==> config.mk <==
export PLATFORM = sky130hd
export DESIGN_NAME = rail_sequencer
export DESIGN_NICKNAME = d
export VERILOG_FILES = /design/src/rtl/seq_pkg.sv /design/src/rtl/seq_dwell_timer.sv /design/src/rtl/seq_stage_judge.sv /design/src/rtl/seq_retry_bank.sv /design/src/rtl/rail_sequencer.sv
export SDC_FILE = /design/constraint.sdc
export NUM_CORES = 1
export LEC_CHECK = 0
export BUFFER_PORTS_ARGS = -buffer_cell sky130_fd_sc_hd__buf_2
export CORE_ASPECT_RATIO = 1.25
export CORE_UTILIZATION = 57
export DETAILED_ROUTE_END_ITERATION = 10
export HOLD_SLACK_MARGIN = 0.06
export PLACE_DENSITY = 0.84
export RECOVER_POWER = 50
export SLEW_MARGIN = 20
export SYNTH_ARGS = -nofsm -noshare
export SYNTH_HDL_FRONTEND = slang
export SYNTH_HIERARCHICAL = 1
export SYNTH_SLANG_ARGS = --single-unit
==> constraint.sdc <==
create_clock -name clk -period 3.9 [get_ports clk]
set_clock_uncertainty 0.1 [all_clocks]
set_input_delay 0.39 -clock clk [delete_from_list [all_inputs] [get_ports clk]]
set_output_delay 0.39 -clock clk [all_outputs]
set_load 0.02 [all_outputs]
==> src/rtl/seq_pkg.sv <==
package seq_pkg;

    typedef enum logic [3:0] {
        ST_WAIT = 4'd0,
        ST_UP1  = 4'd1,
        ST_CHK1 = 4'd2,
        ST_UP2  = 4'd3,
        ST_CHK2 = 4'd4,
        ST_DN2  = 4'd5,
        ST_UP3  = 4'd6,
        ST_CHK3 = 4'd7,
        ST_DN3  = 4'd8,
        ST_RUN  = 4'd9,
        ST_LOCK = 4'd15
    } seq_state_e;

    localparam int NUM_STAGES = 3;
    localparam int EN_W       = 10;

endpackage

==> src/rtl/seq_dwell_timer.sv <==
module seq_dwell_timer #(
    parameter int unsigned CW = 8
) (
    input  logic          clk,
    input  logic          rst,
    input  logic          restart,
    input  logic [CW-1:0] limit,
    output logic          done
);

    logic [CW-1:0] cnt_q;

    // Counts clocks since the last restart, saturating at all ones.
    always_ff @(posedge clk) begin
        if (rst || restart) begin
            cnt_q <= '0;
        end else if (cnt_q != {CW{1'b1}}) begin
            cnt_q <= cnt_q + 1'b1;
        end
    end

    assign done = (cnt_q == (limit - 1'b1));

endmodule

==> src/rtl/seq_stage_judge.sv <==
module seq_stage_judge #(
    parameter int                 NG    = 12,
    parameter int                 NS    = 3,
    parameter logic [NS*NG-1:0]   MASKS = '0
) (
    input  logic [NG-1:0] good,
    output logic [NS-1:0] stage_ok
);

    for (genvar s = 0; s < NS; s++) begin : g_stage
        // Bits outside the mask are forced to 1 before the reduction.
        assign stage_ok[s] = &(good | ~MASKS[s*NG +: NG]);
    end

endmodule

==> src/rtl/seq_retry_bank.sv <==
module seq_retry_bank #(
    parameter int unsigned MAXR = 3,
    parameter int unsigned NS   = 3
) (
    input  logic          clk,
    input  logic          rst,
    input  logic          clr,
    input  logic [NS-1:0] bump,
    output logic [NS-1:0] at_cap
);

    localparam int unsigned RW = $clog2(MAXR + 2);

    for (genvar s = 0; s < NS; s++) begin : g_cnt
        logic [RW-1:0] cnt_q;

        always_ff @(posedge clk) begin
            if (rst || clr) begin
                cnt_q <= '0;
            end else if (bump[s] && (cnt_q != RW'(MAXR))) begin
                cnt_q <= cnt_q + 1'b1;
            end
        end

        assign at_cap[s] = (cnt_q == RW'(MAXR));

        AST_RETRY_BOUND: assert property (@(posedge clk) disable iff (rst)
            bump[s] |=> (cnt_q <= RW'(MAXR)));
    end

endmodule

==> src/rtl/rail_sequencer.sv <==
module rail_sequencer
    import seq_pkg::*;
#(
    parameter int unsigned    NG          = 12,
    parameter int unsigned    PWR_TICKS   = 12_500_000,
    parameter int unsigned    DWELL_TICKS = 12_500_000,
    parameter int unsigned    MAX_RETRY   = 3,
    parameter logic [NG-1:0]  MASK_S1     = 12'h00F,
    parameter logic [NG-1:0]  MASK_S2     = 12'h3F0,
    parameter logic [NG-1:0]  MASK_S3     = 12'hC00,
    parameter logic [9:0]     EN_S1       = 10'b11010_00001,
    parameter logic [9:0]     EN_S12      = 10'b11111_10111,
    parameter logic [9:0]     EN_ALL      = 10'b11111_11111
) (
    input  logic          clk,
    input  logic          rst,
    input  logic          vin_good,
    input  logic [NG-1:0] rail_good,
    output logic [9:0]    rail_en,
    output logic [3:0]    state_code,
    output logic          lockout
);

    localparam int unsigned LMAX = (PWR_TICKS > DWELL_TICKS) ? PWR_TICKS : DWELL_TICKS;
    localparam int unsigned TW   = $clog2(LMAX + 1);

    seq_state_e            state_q, state_d;
    logic [NUM_STAGES-1:0] stage_ok;
    logic [NUM_STAGES-1:0] at_cap;
    logic [NUM_STAGES-1:0] bump;
    logic                  tmr_done;
    logic                  tmr_restart;
    logic [TW-1:0]         tmr_limit;
    logic                  all_ok;

    seq_stage_judge #(
        .NG    (NG),
        .NS    (NUM_STAGES),
        .MASKS ({MASK_S3, MASK_S2, MASK_S1})
    ) i_judge (
        .good     (rail_good),
        .stage_ok (stage_ok)
    );

    seq_retry_bank #(
        .MAXR (MAX_RETRY),
        .NS   (NUM_STAGES)
    ) i_retry (
        .clk    (clk),
        .rst    (rst),
        .clr    (state_q == ST_RUN),
        .bump   (bump),
        .at_cap (at_cap)
    );

    assign tmr_limit   = (state_q == ST_WAIT) ? TW'(PWR_TICKS) : TW'(DWELL_TICKS);
    assign tmr_restart = (state_d != state_q) || ((state_q == ST_WAIT) && !vin_good);

    seq_dwell_timer #(
        .CW (TW)
    ) i_timer (
        .clk     (clk),
        .rst     (rst),
        .restart (tmr_restart),
        .limit   (tmr_limit),
        .done    (tmr_done)
    );

    assign all_ok = vin_good && (&stage_ok);

    // Next-state decision
    always_comb begin
        state_d = state_q;
        bump    = '0;
        unique case (state_q)
            ST_WAIT: if (vin_good && tmr_done) state_d = ST_UP1;
            ST_UP1:  if (tmr_done) state_d = ST_CHK1;
            ST_CHK1: begin
                if (stage_ok[0]) begin
                    state_d = ST_UP2;
                end else if (at_cap[0]) begin
                    state_d = ST_LOCK;
                end else begin
                    bump[0] = 1'b1;
                    state_d = ST_WAIT;
                end
            end
            ST_UP2:  if (tmr_done) state_d = ST_CHK2;
            ST_CHK2: begin
                if (stage_ok[1]) begin
                    state_d = ST_UP3;
                end else if (at_cap[1]) begin
                    state_d = ST_LOCK;
                end else begin
                    bump[1] = 1'b1;
                    state_d = ST_DN2;
                end
            end
            ST_DN2:  if (tmr_done) state_d = ST_CHK1;
            ST_UP3:  if (tmr_done) state_d = ST_CHK3;
            ST_CHK3: begin
                if (stage_ok[2]) begin
                    state_d = ST_RUN;
                end else if (at_cap[2]) begin
                    state_d = ST_LOCK;
                end else begin
                    bump[2] = 1'b1;
                    state_d = ST_DN3;
                end
            end
            ST_DN3:  if (tmr_done) state_d = ST_CHK2;
            ST_RUN:  if (!all_ok) state_d = ST_WAIT;
            ST_LOCK: state_d = ST_LOCK;
            default: state_d = ST_WAIT;
        endcase
    end

    // State register
    always_ff @(posedge clk) begin
        if (rst) begin
            state_q <= ST_WAIT;
        end else begin
            state_q <= state_d;
        end
    end

    // Outputs
    always_comb begin
        rail_en = '0;
        unique case (state_q)
            ST_UP1, ST_CHK1, ST_DN2: rail_en = EN_S1;
            ST_UP2, ST_CHK2, ST_DN3: rail_en = EN_S12;
            ST_UP3, ST_CHK3, ST_RUN: rail_en = EN_ALL;
            default:                 rail_en = '0;
        endcase
    end

    assign state_code = state_q;
    assign lockout    = (state_q == ST_LOCK);

    AST_WAIT_HOLD: assert property (@(posedge clk) disable iff (rst)
        (state_q == ST_WAIT && !vin_good) |=> (state_q == ST_WAIT));

    AST_UP_DWELL: assert property (@(posedge clk) disable iff (rst)
        ((state_q == ST_UP1 || state_q == ST_UP2 || state_q == ST_UP3) && !tmr_done)
        |=> $stable(rail_en));

    AST_CHK_ONE_CYCLE: assert property (@(posedge clk) disable iff (rst)
        (state_q == ST_CHK1 || state_q == ST_CHK2 || state_q == ST_CHK3)
        |=> (state_q != $past(state_q)));

    AST_RUN_FAULT: assert property (@(posedge clk) disable iff (rst)
        (state_q == ST_RUN && !(vin_good && (&stage_ok))) |=> (rail_en == '0));

    AST_LOCK_STICKY: assert property (@(posedge clk) disable iff (rst)
        (state_q == ST_LOCK) |=> (lockout && rail_en == '0));

endmodule

==> reports/metrics.cfg <==
[timing]
finalSetupViolCount = 0
hold_viol = 0
layout_worst_path_cycle_share_pct = 92.48
max_slew_margin_pct = 32.85
period_needed_ns = 3.607
drv_slew = 0
max_freq_mhz = 277.3
whs_ns = 0.2806
tightestPinTransition_ns = 0.9980

[route]
drt_iter0_drc = 191
ant_nets = 0
finalWirelength_um = 7075
drc = 0
viasPerCell = 5.448
vias = 3100
routedWlPerCell_um = 12.43
firstDrtPassIters = 4

[critical_path]
cp_max_fo = 24
setup.worst_path.start_class = register
max_stage_delay_ns = 0.55
worstSetupEndpointType = register
cp.required_ns = 3.97
critPathKind = register to register
crit_chain = xor2_1 > a21oi_1 > o2111ai_1 > a2111oi_1 > nand4_1 > nor4_4 > nand2b_1 > a211oi_1 > or4_1 > buf_4 > o21a_1 > o21ai_1 > or2_4 > nor3_1
slowest_stage = or4_1
worstPathArrival_ns = 3.67

[synthesis]
yosysSeqAreaShare_pct = 25.17
async_reset_ff_share_pct = 0
ys_types = 67
synth_cells = 399
synth-main-ff-cell = dfxtp_1
avgSynthCellArea_um2 = 7.974
synth-seq-cells = 40
synth_area_um2 = 3182
ys_warn_count = 6
synth-edff-count = 0

[place]
dp_hpwl_um = 5377
place_inst = 561
place_area_um2 = 3618
port_buffers = 29
gp_congestion = 0.8795

[clock_tree]
clk_pin_slew_worst_paths_ns = 0.08
cts_buffer_depth = 2
clockRootBuffer = clkbuf_8
clock-sinks = 40
cts_hold_buf = 0
h-tree-depth = 2
clk_latency_ns = 0.29
post_cts_buffers = 0
tritoncts = built
cts_buffers = 5

[die]
core_um2 = 5405
start_util_pct = 58.87
die_w_um = 68.83
design.die.area_um2 = 5887
rows = 30
pin_count = 30
dieHeight_um = 85.53

[grt]
grt_pass1_wl_um = 12150
grt_max_degree = 25
grt_use_total_pct = 26.74
antenna_found_initial = 0
grt_pass1_vias = 2833
grt_overflow = 0

[cells_and_area]
antennaDiodeCount = 0
fin_util_pct = 68.61
nets = 527
drive_gt1_share_pct = 7.723
layout_commonest_cell = conb_1
mostFrequentLayoutCells = conb_1, nor2_1, dfxtp_1
final_cell_area_um2 = 3709
fin_cells = 569
area_growth_syn_to_layout_pct = 16.56

[pwr]
leakagePower_uw = 0.001408
power_density_nw_per_um2 = 222.9
irDropWorstVdd_mv = 0.1831

[status]
status = finished, final reports clean

[worst_hold_path]
min_path_type = input port to register

[flow_run]
maxCapViolCount = 0

power breakdown:
| part | internal, µW | switching [µW] |
|---|---|---|
| logic | 31.6 | 50.1 |
| clock network | 190 | 144 |
| registers | 409 | 1.30 |
| total | 631 | 196 |
Yosys cell counts (4+ instances only):
master	number	area, µm²
nor2_1	52	195.2
nor3b_1	5	37.54
a21oi_1	11	55.05
nand2_1	16	60.06
a211oi_2	5	62.56
nand4_1	9	56.30
and4_1	7	61.31
nand3_1	11	55.05
and2_1	6	37.54
and3_1	4	25.02
dfxtp_1	40	800.8
nor2b_1	8	50.05
ha_1	8	100.1
o31ai_1	4	30.03
o21ai_0	10	50.05
nor3_1	19	95.09
xor2_1	20	175.2
a311oi_1	5	43.79
inv_1	8	30.03
a2111oi_0	4	35.03
or3_1	9	56.30
buf_2	4	20.02
mux2i_1	5	50.05
nand2b_1	6	37.54
clkbuf_1	9	33.78
xnor2_1	23	201.4
a31oi_1	4	25.02
or4_1	8	60.06
buf_4	8	60.06
nor4_1	11	68.82
what timing repair did:
item | in CTS | in global routing
setup endpoints to repair | 5 | 24
pin swaps | 0 | 1
resized for setup | 1 | 2
area by class of cell:
class	count	area, µm²
sequential	40	800.8
clock inverter	2	35.03
tap	64	80.08
inverter	8	30.03
clock buffer	6	72.57
fill	478	1697
timing repair buffer	32	148.9
multi-input combinational	417	2541
metal layers:
layer / global-route usage, % / up-vias / share of wire [%]
li1: - / 1586 / -
met1: 29.76 / 1399 / 41
met2: 46.97 / 98 / 52
met3: 4.255 / 17 / 4.1
met4: 14.29 / 0 / 2.5
met5: 0 / - / 0
worst max-delay path: cells and delay by family (launching register included):
family,cells,cell delay (ns)
buffers and inverters,1,0.18
xor gates and xnor gates,1,0.18
DFF,1,0.36
and+or+nand+nor,6,1.64
AOI/OAI and AO/OA,6,1.01
state kept, by name (all words and copies together) (netlist names):
name	flops
rail_en	3
state_code	4
i_retry/g_cnt.cnt_q	9
i_timer/cnt_q	24
metrics by stage:
| step | setup slack, ns | TNS [ns] | power (µW) |
|---|---|---|---|
| 2_1_floorplan | 0.2789 | 0 | 481.0 |
| 3_3_place_gp | 0.2069 | 0 | 491.5 |
| 3_5_place_dp | 0.1015 | 0 | 493.5 |
| 4_1_cts | 0.02967 | 0 | 826.6 |
| 5_1_grt | -0.02556 | -0.02556 | 865.4 |
| 6_report | 0.2932 | 0 | 826.5 |
logic make-up (layout without fill, tap and decap cells):
kind of cell    Yosys count  count (layout)  share of synthesized area (%)
buf+inv                  33              48                          5.741
simple gates            194             194                          34.96
compound gates           74              74                          17.34
other cells               2              93                         0.2360
flops                    40              40                          25.17
fa+ha+maj                 8               8                          3.146
mux                       5               5                          1.573
xor+xnor                 43              43                          11.84
path summary, 6_finish.rpt:
path	startpoint	to	slack [ns]	depth (start not counted)
setup / recovery	i_timer/cnt_q[7]$_SDFFE_PP0P_	i_timer/cnt_q[2]$_SDFFE_PP0P_	0.29	14
hold / removal	rst	state_code[2]$_SDFF_PP0_	0.28	2
setup reg to reg	i_timer/cnt_q[7]$_SDFFE_PP0P_	i_timer/cnt_q[2]$_SDFFE_PP0P_	0.29	14
hold reg to reg	i_retry/g_cnt[0].cnt_q[1]$_SDFFE_PP0P_	i_retry/g_cnt[0].cnt_q[1]$_SDFFE_PP0P_	0.41	2
No activity file was read; power rests on OpenSTA's default activity.
